## config.mk

```make
export PLATFORM = sky130hd
export DESIGN_NAME = card_lane_steer
export DESIGN_NICKNAME = d
export VERILOG_FILES = /design/src/rtl/card_lane_pkg.sv /design/src/rtl/card_mode_decode.sv /design/src/rtl/card_rd_steer.sv /design/src/rtl/card_wr_steer.sv /design/src/rtl/card_lane_steer.sv
export SDC_FILE = /design/constraint.sdc
export NUM_CORES = 1
export LEC_CHECK = 0
export CAP_MARGIN = 40
export CORE_UTILIZATION = 43
export DETAILED_ROUTE_END_ITERATION = 12
export GPL_ROUTABILITY_DRIVEN = 0
export PLACE_DENSITY = 0.74
export SYNTH_ARGS = -nofsm -noshare
export SYNTH_HDL_FRONTEND = slang
export SYNTH_SLANG_ARGS = --single-unit
```

## constraint.sdc

```tcl
create_clock -name clk -period 1.55 [get_ports clk]
set_clock_uncertainty 0.05 [all_clocks]
set_input_delay 0.465 -clock clk [delete_from_list [all_inputs] [get_ports clk]]
set_output_delay 0.465 -clock clk [all_outputs]
set_load 0.01 [all_outputs]
```

## src/rtl/card_lane_pkg.sv

```systemverilog
package card_lane_pkg;
    localparam int DATA_W = 16;
    localparam int BYTE_W = 8;
    localparam int LANES  = DATA_W / BYTE_W;

    typedef enum logic [1:0] {
        LANE_BYTE = 2'd0,
        LANE_WORD = 2'd1,
        LANE_ODD  = 2'd2,
        LANE_IDLE = 2'd3
    } lane_mode_e;
endpackage

```

## src/rtl/card_mode_decode.sv

```systemverilog
module card_mode_decode
    import card_lane_pkg::*;
(
    input  logic       en_lo_n,
    input  logic       en_hi_n,
    output lane_mode_e mode
);
    always_comb begin
        unique case ({en_hi_n, en_lo_n})
            2'b10:   mode = LANE_BYTE;
            2'b00:   mode = LANE_WORD;
            2'b01:   mode = LANE_ODD;
            default: mode = LANE_IDLE;
        endcase
    end
endmodule

```

## src/rtl/card_rd_steer.sv

```systemverilog
module card_rd_steer
    import card_lane_pkg::*;
(
    input  lane_mode_e              mode,
    input  logic                    attr,
    input  logic                    odd,
    input  logic                    rd_ok,
    input  logic [DATA_W-1:0]       rdata,
    output logic [DATA_W-1:0]       dout,
    output logic [LANES-1:0]        doe
);
    localparam logic [BYTE_W-1:0] FILL = '1;

    always_comb begin
        dout = '0;
        doe  = '0;
        if (rd_ok) begin
            unique case (mode)
                LANE_BYTE: begin
                    doe = 2'b01;
                    if (attr)
                        dout[BYTE_W-1:0] = odd ? FILL : rdata[BYTE_W-1:0];
                    else
                        dout[BYTE_W-1:0] = odd ? rdata[DATA_W-1:BYTE_W]
                                               : rdata[BYTE_W-1:0];
                end
                LANE_WORD: begin
                    if (attr) begin
                        doe              = 2'b01;
                        dout[BYTE_W-1:0] = rdata[BYTE_W-1:0];
                    end else begin
                        doe  = 2'b11;
                        dout = rdata;
                    end
                end
                LANE_ODD: begin
                    if (!attr) begin
                        doe                   = 2'b10;
                        dout[DATA_W-1:BYTE_W] = rdata[DATA_W-1:BYTE_W];
                    end
                end
                default: ;
            endcase
        end
    end
endmodule

```

## src/rtl/card_wr_steer.sv

```systemverilog
module card_wr_steer
    import card_lane_pkg::*;
(
    input  lane_mode_e              mode,
    input  logic                    attr,
    input  logic                    odd,
    input  logic                    rd_idle,
    input  logic [DATA_W-1:0]       din,
    output logic                    ok,
    output logic [DATA_W-1:0]       wdata,
    output logic [LANES-1:0]        wstrb
);
    always_comb begin
        ok    = 1'b0;
        wdata = '0;
        wstrb = '0;
        unique case (mode)
            LANE_BYTE: begin
                wdata = {din[BYTE_W-1:0], din[BYTE_W-1:0]};
                wstrb = odd ? 2'b10 : 2'b01;
                ok    = rd_idle && !(attr && odd);
            end
            LANE_WORD: begin
                wdata = din;
                wstrb = 2'b11;
                ok    = rd_idle && !attr;
            end
            LANE_ODD: begin
                wdata = {din[DATA_W-1:BYTE_W], din[DATA_W-1:BYTE_W]};
                wstrb = 2'b10;
                ok    = rd_idle && !attr;
            end
            default: ok = 1'b0;
        endcase
    end
endmodule

```

## src/rtl/card_lane_steer.sv

```systemverilog
module card_lane_steer
    import card_lane_pkg::*;
#(
    parameter int ADDR_W = 8
) (
    input  logic                clk,
    input  logic                rst_n,
    input  logic                host_space_n,
    input  logic                host_en_lo_n,
    input  logic                host_en_hi_n,
    input  logic                host_rd_n,
    input  logic                host_wr_n,
    input  logic [ADDR_W-1:0]   host_addr,
    input  logic [15:0]         host_din,
    output logic [15:0]         host_dout,
    output logic [1:0]          host_doe,
    output logic [ADDR_W-2:0]   arr_raddr,
    output logic                arr_rattr,
    input  logic [15:0]         arr_rdata,
    output logic                arr_we,
    output logic [ADDR_W-2:0]   arr_waddr,
    output logic                arr_wattr,
    output logic [15:0]         arr_wdata,
    output logic [1:0]          arr_wstrb
);
    localparam int WORD_W = ADDR_W - 1;

    typedef struct packed {
        logic                wr_last;
        logic                pend;
        logic [WORD_W-1:0]   pend_addr;
        logic                pend_attr;
        logic [DATA_W-1:0]   pend_data;
        logic [LANES-1:0]    pend_strb;
        logic [DATA_W-1:0]   dout;
        logic [LANES-1:0]    doe;
        logic                we;
        logic [WORD_W-1:0]   waddr;
        logic                wattr;
        logic [DATA_W-1:0]   wdata;
        logic [LANES-1:0]    wstrb;
    } steer_st_t;

    steer_st_t st_d, st_q;

    lane_mode_e          mode;
    logic                attr;
    logic                odd;
    logic [DATA_W-1:0]   rd_dout;
    logic [LANES-1:0]    rd_doe;
    logic                wr_ok;
    logic [DATA_W-1:0]   wr_data;
    logic [LANES-1:0]    wr_strb;

    assign attr      = ~host_space_n;
    assign odd       = host_addr[0];
    assign arr_raddr = host_addr[ADDR_W-1:1];
    assign arr_rattr = attr;

    card_mode_decode u_mode (
        .en_lo_n (host_en_lo_n),
        .en_hi_n (host_en_hi_n),
        .mode    (mode)
    );

    card_rd_steer u_rd (
        .mode  (mode),
        .attr  (attr),
        .odd   (odd),
        .rd_ok (~host_rd_n & host_wr_n),
        .rdata (arr_rdata),
        .dout  (rd_dout),
        .doe   (rd_doe)
    );

    card_wr_steer u_wr (
        .mode    (mode),
        .attr    (attr),
        .odd     (odd),
        .rd_idle (host_rd_n),
        .din     (host_din),
        .ok      (wr_ok),
        .wdata   (wr_data),
        .wstrb   (wr_strb)
    );

    always_comb begin
        st_d         = st_q;
        st_d.wr_last = host_wr_n;
        st_d.dout    = rd_dout;
        st_d.doe     = rd_doe;
        st_d.we      = 1'b0;

        if (!host_wr_n) begin
            // last low cycle of the strobe decides what gets written
            st_d.pend      = wr_ok;
            st_d.pend_addr = host_addr[ADDR_W-1:1];
            st_d.pend_attr = attr;
            st_d.pend_data = wr_data;
            st_d.pend_strb = wr_strb;
        end else begin
            st_d.pend = 1'b0;
            if (!st_q.wr_last && st_q.pend) begin
                st_d.we    = 1'b1;
                st_d.waddr = st_q.pend_addr;
                st_d.wattr = st_q.pend_attr;
                st_d.wdata = st_q.pend_data;
                st_d.wstrb = st_q.pend_strb;
            end
        end
    end

    always_ff @(posedge clk or negedge rst_n) begin
        if (!rst_n)
            st_q <= '{wr_last: 1'b1, default: '0};
        else
            st_q <= st_d;
    end

    assign host_dout = st_q.dout;
    assign host_doe  = st_q.doe;
    assign arr_we    = st_q.we;
    assign arr_waddr = st_q.waddr;
    assign arr_wattr = st_q.wattr;
    assign arr_wdata = st_q.wdata;
    assign arr_wstrb = st_q.wstrb;
endmodule

```

==> flow_metrics.env <==
export IMPL_post_cts_buffers=0
export IMPL_io_pins=100
export IMPL_drt_total_wl_microns=6400
export IMPL_cts_buffers=9
export IMPL_crit_buf_inv=1
export IMPL_dp_cells=436
export IMPL_crit_start="arr_wdata[7]$_DFFE_PN0P_"
export IMPL_clockRootBuffer="clkbuf_8"
export IMPL_grt_max_degree=74
export IMPL_synthMuxAreaShare_pct=10.8
export IMPL_grt_util_met1_pct=19.5
export IMPL_cp_end_kind="output pin"
export IMPL_nets=392
export IMPL_final_core_util_pct=56.4
export IMPL_synth_top_family_by_area="buffers and inverters"
export IMPL_synth_cells=289
export IMPL_crit_path_cell_trace="dlygate4sd2_1"
export IMPL_grt_use_met2_pct=27.8
export IMPL_max_stage_delay_ps=380
export IMPL_stdcell_area_sq_mm=0.00436
export IMPL_drt_iter0_drc=71
export IMPL_worstSkewPairLatency_ps=330
export IMPL_worst_slew_pin_slew_ps=381
export IMPL_synthSimpleGateAreaFrac_pct=12.6
export IMPL_die_h_microns=91.5
export IMPL_hpwl_microns=4520
export IMPL_ys_seq_area_share_pct=53.1
export IMPL_clk_pin_slew_ps=70
export IMPL_antenna_found_initial=0
export IMPL_syn_num_nets=336
export IMPL_synth_adder_area_share_pct=0
export IMPL_start_util_pct=44.6
export IMPL_syn_to_final_growth_pct=26.5
export IMPL_path_depth=1
export IMPL_hold_viol_final=0
export IMPL_drcViolationCount=0
export IMPL_rr_endpoint="arr_waddr[2]$_DFFE_PN0P_"
export IMPL_vias=2203
export IMPL_critPathLaunchType="flop"
export IMPL_rr_worst_depth=3
export IMPL_grt_use_total_pct=16.5
export IMPL_synth_compound_area_share_pct=8.43
export IMPL_drive_gt1_share_pct=23.1
export IMPL_synth_xor_area_share_pct=0
export IMPL_grt_pass1_wl_microns=10600
export IMPL_cts_buffer_depth=2
export IMPL_drv_cap=0
export IMPL_dr_pass1_iters=4
export IMPL_final_setup_viol_count=0
export IMPL_grt_busiest_layer="met2"
export IMPL_p_total_mw=4.83
export IMPL_cp_top_family="flip-flops"
export IMPL_ant_nets=0
export IMPL_outcome="completed"
export IMPL_die_area_sq_mm=0.00837
export IMPL_grt_pass1_vias=2223
export IMPL_p_leak_nw=2.03
export IMPL_cpMaxStageDelayCell="dfrtp_1"
export IMPL_yosys_warnings=0
export IMPL_fmax_mhz=664
export IMPL_synthesis_area_sq_mm=0.00344
export IMPL_p_per_area_mw_per_mm2=1110
export IMPL_r2r_slack_ps=170
export IMPL_relSlewSlack_pct=74.6
export IMPL_arrival_ps=990
export IMPL_fp_coreArea_sq_mm=0.00773
export IMPL_drv_slew=0
export IMPL_num_antenna_cells=0
export IMPL_fp_row_count=32
export IMPL_cp_max_fo=2
export IMPL_drt_vias_per_instance=4.87
export IMPL_overflow=0
export IMPL_fp_dieW_microns=91.5
export IMPL_tritoncts="yes"
export IMPL_dpl_instance_area_sq_mm=0.00423
export IMPL_vdd_ir_drop_max_uv=492
export IMPL_rsz0062_at_grt="no"
export IMPL_fin_crit_sh_pct=97.2
export IMPL_wl_per_cell_microns=14.2
export IMPL_cts_sinks=73
export IMPL_worstSetupPathType="flop to output pin"
export IMPL_io_buffers=99
export IMPL_ys_ff_latch=73
export IMPL_period_needed_ps=1510
export IMPL_worstHoldPathType="input port to async pin"
export IMPL_htree_levels=3
export IMPL_synth_distinct_cells=22
export IMPL_avgSynthCellArea_sq_um=11.9
export IMPL_r2r_start="st_q[72]$_DFF_PN1_"
export IMPL_worst_ep_required_time_ps=1030
export IMPL_met3_usage_pct=6.03
export IMPL_stdcell_count=452
-- layout by cell type (no fill, tap or decap), types with 8 or more instances in the layout --
cell | netlist | layout
a31oi_1 | 17 | 17
clkdlybuf4s15_1 | 0 | 14
buf_4 | 52 | 12
inv_1 | 11 | 11
nand2b_1 | 17 | 17
mux2_2 | 33 | 33
dlygate4sd2_1 | 0 | 40
nand3b_1 | 17 | 17
buf_2 | 5 | 8
dfrtp_1 | 72 | 72
clkbuf_8 | 0 | 12
and2_1 | 9 | 8
clkdlybuf4s50_1 | 0 | 36
a311oi_2 | 8 | 8
nor2b_1 | 18 | 18
a21oi_1 | 8 | 8
-- report_power, final --
| part | switching [mW] | internal [mW] |
|---|---|---|
| registers | 0.121 | 2.18 |
| logic | 0.429 | 0.578 |
| clock network | 0.643 | 0.875 |
-- layer usage --
metal / vias to the layer above / share of wire (%) / wire (microns)
li1: 1039 / - / -
met1: 1080 / 42 / 2680
met2: 78 / 49 / 3120
met3: 6 / 8.4 / 539
met4: 0 / 1.0 / 66
met5: - / 0 / 0
-- synth_stat cells --
master	number	area share [%]
dfrtp_1	72	52
buf_4	52	11
mux2_2	33	11
nor2b_1	18	3.3
a31oi_1	17	3.1
nand2b_1	17	3.1
nand3b_1	17	3.7
inv_1	11	1.2
clkbuf_1	10	1.1
and2_1	9	1.6
a21oi_1	8	1.2
a311oi_2	8	3.5
buf_2	5	0.73
nand2_1	3	0.33
buf_6	2	0.65
clkinv_1	1	0.11
dfstp_2	1	0.76
nor4bb_1	1	0.29
o2111a_1	1	0.33
o21ai_0	1	0.15
o31ai_1	1	0.22
or3b_1	1	0.25
-- how the worst max path moves through the flow --
stage	end	slack, ps
finish	arr_wdata[7]	40
global route	arr_wdata[7]	0.2
CTS	arr_wdata[8]	5
detailed placement	arr_raddr[6]	-450
global placement	arr_rattr	-440
floorplan	arr_wdata[10]$_DFFE_PN0P_	50
-- sequential cells by signal (all words and copies together) (netlist names) --
signal,cells
arr_waddr,7
arr_wattr,1
arr_wdata,16
arr_we,1
arr_wstrb,2
host_doe,2
host_dout,16
st_q,28
-- through the flow --
stage	setup slack, ps	TNS, ps	hold WS, ps
6_report	44.0	0	82.2
5_1_grt	0.225	0	106
4_1_cts	4.92	0	93.5
3_5_place_dp	-449	-26830	423
3_3_place_gp	-441	-24960	421
2_1_floorplan	53.8	0	119
-- kinds of logic (layout without fill, tap and decap cells) --
family          Yosys count  in the layout
compound gates           36             36
buf+inv                  81            142
flops                    73             73
mux                      33             33
simple gates             66             66
-- what timing repair did --
item | in CTS | in global routing
resized for setup | 89 | 13
hold buffers | 0 | 0
endpoints found under the setup margin | 77 | 13
pin swaps | 0 | 0
hold endpoints to repair | 0 | 0
-- layout make-up --
type                            instances  area (sq um)
Fill cell                             683          3370
Sequential cell                        73          1830
Multi-Input combinational cell        135          1100
Timing Repair Buffer                  114          1050
Clock buffer                           14           173
Tap cell                              102           128
Inverter                               12          45.0
Clock inverter                          2          35.0
No activity file was read; power rests on OpenSTA's default activity.
